--- src/rtl/bitlut_unit.sv ---
module bitlut_unit #(
  parameter int XLEN = 64
) (
  input  logic            clk,
  input  logic            rst_n,
  input  logic            req_valid,
  input  logic            tern_mode,
  input  logic [XLEN-1:0] dst_old,
  input  logic [XLEN-1:0] src_a,
  input  logic [XLEN-1:0] src_b,
  input  logic [7:0]      tbl_reg,
  input  logic [7:0]      imm_tbl,
  input  logic            nib_hi,
  input  logic            rec,
  input  logic            so_in,
  output logic            res_valid,
  output logic [XLEN-1:0] result,
  output logic            flags_valid,
  output logic [3:0]      flags
);

  logic [3:0]      tbl2;
  logic [XLEN-1:0] nxt;
  logic            wr_flags;
  logic            is_zero;
  logic            is_neg;

  assign tbl2 = nib_hi ? tbl_reg[7:4] : tbl_reg[3:0];

  for (genvar i = 0; i < XLEN; i++) begin : g_bit
    assign nxt[i] = tern_mode ? imm_tbl[{dst_old[i], src_a[i], src_b[i]}]
                              : tbl2[{src_a[i], src_b[i]}];
  end

  assign wr_flags = req_valid & rec & tern_mode;
  assign is_zero  = (nxt == '0);
  assign is_neg   = nxt[XLEN-1];

  always_ff @(posedge clk) begin
    if (!rst_n) begin
      res_valid   <= 1'b0;
      flags_valid <= 1'b0;
      result      <= '0;
      flags       <= '0;
    end else begin
      res_valid   <= req_valid;
      flags_valid <= wr_flags;
      if (req_valid) result <= nxt;
      if (wr_flags)  flags  <= {is_neg, ~is_neg & ~is_zero, is_zero, so_in};
    end
  end

  AST_TERN_COPY_DST: assert property (@(posedge clk) disable iff (!rst_n)
    (req_valid && tern_mode && imm_tbl == 8'hF0) |=> (result == $past(dst_old)));
  AST_BIN_LO_SRC_B: assert property (@(posedge clk) disable iff (!rst_n)
    (req_valid && !tern_mode && !nib_hi && tbl_reg[3:0] == 4'hA) |=> (result == $past(src_b)));
  AST_BIN_HI_SRC_A: assert property (@(posedge clk) disable iff (!rst_n)
    (req_valid && !tern_mode && nib_hi && tbl_reg[7:4] == 4'hC) |=> (result == $past(src_a)));
  AST_VALID_FOLLOWS: assert property (@(posedge clk) disable iff (!rst_n)
    req_valid |=> res_valid);
  AST_RESULT_HOLDS: assert property (@(posedge clk) disable iff (!rst_n)
    !req_valid |=> (!res_valid && $stable(result)));
  AST_ONE_CLASS: assert property (@(posedge clk) disable iff (!rst_n)
    flags_valid |-> ($countones(flags[3:1]) == 1 && res_valid));
  AST_SO_COPY: assert property (@(posedge clk) disable iff (!rst_n)
    wr_flags |=> (flags[0] == $past(so_in)));
  AST_FLAGS_HOLD: assert property (@(posedge clk) disable iff (!rst_n)
    !(req_valid && rec && tern_mode) |=> (!flags_valid && $stable(flags)));

endmodule

--- config.mk ---
export PLATFORM = sky130hd
export DESIGN_NAME = bitlut_unit
export DESIGN_NICKNAME = d
export VERILOG_FILES = /design/src/rtl/bitlut_unit.sv
export SDC_FILE = /design/constraint.sdc
export NUM_CORES = 1
export LEC_CHECK = 0
export BUFFER_PORTS_ARGS = -buffer_cell sky130_fd_sc_hd__buf_4
export CAP_MARGIN = 20
export CORE_MARGIN = 2
export CORE_UTILIZATION = 40
export CTS_CLUSTER_DIAMETER = 150
export DETAILED_ROUTE_END_ITERATION = 12
export PLACE_DENSITY = 0.69
export SYNTH_ARGS = -nofsm -noshare
export SYNTH_HDL_FRONTEND = slang
export SYNTH_SLANG_ARGS = --single-unit
--- constraint.sdc ---
create_clock -name clk -period 3.4 [get_ports clk]
set_input_delay 0.51 -clock clk [delete_from_list [all_inputs] [get_ports clk]]
set_output_delay 0.51 -clock clk [all_outputs]
set_load 0.02 [all_outputs]
==> metrics.md <==
| Metric | Value |
|---|---|
| Status | `finished, final reports clean` |
| Final WL | `33.6 mm` |
| Worst Tran Pin Value | `0.707 ns` |
| I/O Pins | `285` |
| Vias in the first global route | `8159` |
| Layout area overhead | `30.3%` |
| CTS tree | `built` |
| Sequential Power Share | `26.1%` |
| Rel. slew slack | `52.9%` |
| Cell taking the most area after synthesis | `mux4_2` |
| Filler Cell Count | `1981` |
| DRC violations left | `0` |
| DP HPWL | `about 24 mm` |
| Cells along the critical path | `buf_4, buf_12, buf_12, mux2i_4, buf_12, mux4_2, mux2i_1, nor4_1, buf_4, nand4_1, nor4_1, o211ai_1` |
| CP startpoint kind | `primary input` |
| Clock Path Buffers | `2` |
| CP Capture Type | `register` |
| Die Y | `between 150 and 200 µm` |
| Critical path class | `primary input to register` |
| Critical Path AT | `between 3 and 4 ns` |
| Sw Share | `around 34%` |
| Crit-path max FO | `40` |
| Sink Count | `70` |
| Ys Warns | `0` |
| Worst-Skew Late Latency | `0.34 ns` |
| WP data required | `3.62 ns` |
| H-tree Lvls | `3` |
| NetSw | `0.00124 W` |
| Post-synth top area share | `a little over half` |
| Row Count | `between 50 and 60` |
| Distinct cell type count after synthesis | `33` |
| Vias | `between 8000 and 9000` |
| Largest delay share family, worst path | `buffers and inverters` |
| Synthesized instance count | `699` |
| Final ANT Viol Nets | `0` |
| Routability cong. | `0.859` |
| Worst Skew | `0 ns` |
| Max-Cap Viols | `0` |
| Layout cells sized above 1 | `between 60% and 70%` |
| Clk pwr share | `26.6%` |
| Initial antenna violation count | `0` |
| Resize count post-CTS | `0` |
| Post-CTS Setup Bufs | `0` |
| Hold_buf cts | `0` |
| Hold Slack | `0.442 ns` |
| Peak supply drop | `approximately 0.00015 V` |
| Setup tns final | `0 ns` |
| Syn Nets | `914` |
| Critical-path top delay cell | `nor4_1` |
| Combinational Power Share | `47.3%` |
| Power per cell area | `roughly 300 nW/µm²` |
| Worst path bufs/invs | `5` |
| DIE WIDTH | `roughly 160 µm` |
| Starting Density | `between 40% and 50%` |
| Die ar. | `24300 µm²` |
| First-pass GRT wire length | `between 50 and 60 mm` |
| IO Port Bufs | `about 280` |
| Post-Syn Area | `around 9200 µm²` |
| Max stage delay on crit path | `0.46 ns` |
| Cell internal pwr | `roughly 0.0024 W` |
| Inserted Clock Buffers | `9` |
| Nets | `1147` |
| Root Driver | `clkbuf_16` |
| Sequential share of the synthesized area | `15.2%` |
| GRT Overall Usage | `27.6%` |
| Final Max Slew Viols | `0` |
| 1st-pass router iterations | `4` |
| Final clock period utilization by the worst path | `89.0%` |
| Diode count | `0` |
| Leak | `4.89 nW` |
| GRT Residual Overflow | `0` |
| Cell repeated most along the worst path | `buf_12` |
| Final setup fails | `0` |
| DRT iter0 DRCs | `634` |
| Final Hold Fails | `0` |
| Clk slew on worst S/H paths | `0.06 ns` |
| Crit path time final | `3.03 ns` |
| Maximum clock frequency | `330 MHz` |
| Avg Vias per Cell | `~6.7` |
| Drt wl/cell | `~28 µm` |
| Core box area | `22600 µm²` |
| Unrepaired setup endpoints after global routing | `false` |
| Largest net degree at the start of global routing | `71` |
| R2R setup slack | `approximately 2.6 ns` |
| FF+latch count, synth | `70` |
| Hold/Removal Path Class | `primary input to register` |
| Ranking of synthesized cells by area | `mux4_2 (53%), mux2i_1 (16%), dfxtp_1 (15%)` |
| Mapped Avg Cell Area | `roughly 13 µm²` |
[cell usage after synthesis (all sizes together)]
cell type,number
and3,1
a221oi,2
and2,9
nand3,3
a32o,1
o21bai,1
mux2i,149
nor2b,66
nor4,13
mux4,217
o221ai,3
or4,2
nand2,13
o22ai,5
clkbuf,86
nand2b,5
buf,14
or4b,1
a21boi,1
o21ai,4
mux2,13
dfxtp,70
o211ai,1
nor3,1
a211oi,1
a21oi,2
inv,3
a22oi,1
nand4,3
nor2,8
[through the flow]
stage	util, %	setup WS [ns]	area [µm²]	instances	total power [W]
global route	53.1	0.223	12000	1222	0.00378
CTS	53.1	0.351	12000	1222	0.00364
floorplan	-	0.397	9230	699	0.00196
global placement	51.8	0.0122	11700	1206	0.00264
detailed placement	51.8	-0.0112	11700	1206	0.00267
finish	53.1	0.372	12000	1222	0.00362
[worst register-to-register path, stage by stage, from the launching register on]
cell and delay, ns:
dfxtp_1 0.31, mux2_2 0.25, and2_1 0.15
[final timing paths]
path	to	from	cells past startpoint
max	flags[2]$_SDFFE_PN0P_	nib_hi	12
min	flags[0]$_SDFFE_PN0P_	so_in	3
max reg2reg	result[22]$_SDFFE_PN0P_	result[22]$_SDFFE_PN0P_	2
min reg2reg	flags[0]$_SDFFE_PN0P_	flags[0]$_SDFFE_PN0P_	2
[routing by layer]
layer | vias up | track usage [%] | share of wire [%]
li1 | 3382 | - | -
met1 | 4131 | 37.5 | 38
met2 | 574 | 44.6 | 49
met3 | 52 | 6.14 | 11
met4 | 0 | 7.91 | 2.6
met5 | - | 0 | 0
[flip-flops by register name (all words and copies together) (netlist names)]
register     count
result          64
flags            4
flags_valid      1
res_valid        1
[placed cells by master, fill, tap and decap left out, types with 2 or more instances in the layout]
master	n
o22ai_1	5
nor2b_1	66
or4_1	2
nor2_1	8
o21ai_1	2
nand2b_1	5
o21ai_0	2
a21oi_1	2
mux4_2	217
mux2i_1	145
clkinvlp_4	3
inv_1	2
o221ai_1	3
mux2_2	13
and2_1	9
a221oi_1	2
nand2_1	13
clkinv_2	2
buf_4	315
nand3_1	3
nand4_1	3
clkbuf_16	9
nor4_1	13
buf_12	7
mux2i_4	4
dfxtp_1	70
[power groups by stage]
stage,combinational [W],sequential (W),clock [W]
2_1_floorplan,0.000922,0.00104,0
3_3_place_gp,0.00168,0.000964,0
3_5_place_dp,0.00171,0.000964,0
4_1_cts,0.00171,0.000946,0.000989
5_1_grt,0.00181,0.000954,0.00102
6_report,0.00171,0.000946,0.000962
[kinds of logic after synthesis]
kind of cell / count (synthesis) / share of synthesized area (%)
buffers and inverters: 103 / 4.50
and+or+nand+nor: 125 / 7.92
AOI/OAI and AO/OA: 22 / 1.65
DFF: 70 / 15.2
muxes: 379 / 70.7
[area by class of cell]
class / count / area, µm² / share of cell area (%)
sequential: 70 / 1400 / 11.7
multi-input combinational: 526 / 7460 / 62.0
inverter: 3 / 11.3 / 0.0937
clock buffer: 10 / 229 / 1.90
clock inverter: 6 / 62.6 / 0.520
tap: 285 / 357 / 2.97
timing repair buffer: 322 / 2500 / 20.8
No activity file was read; power rests on OpenSTA's default activity.
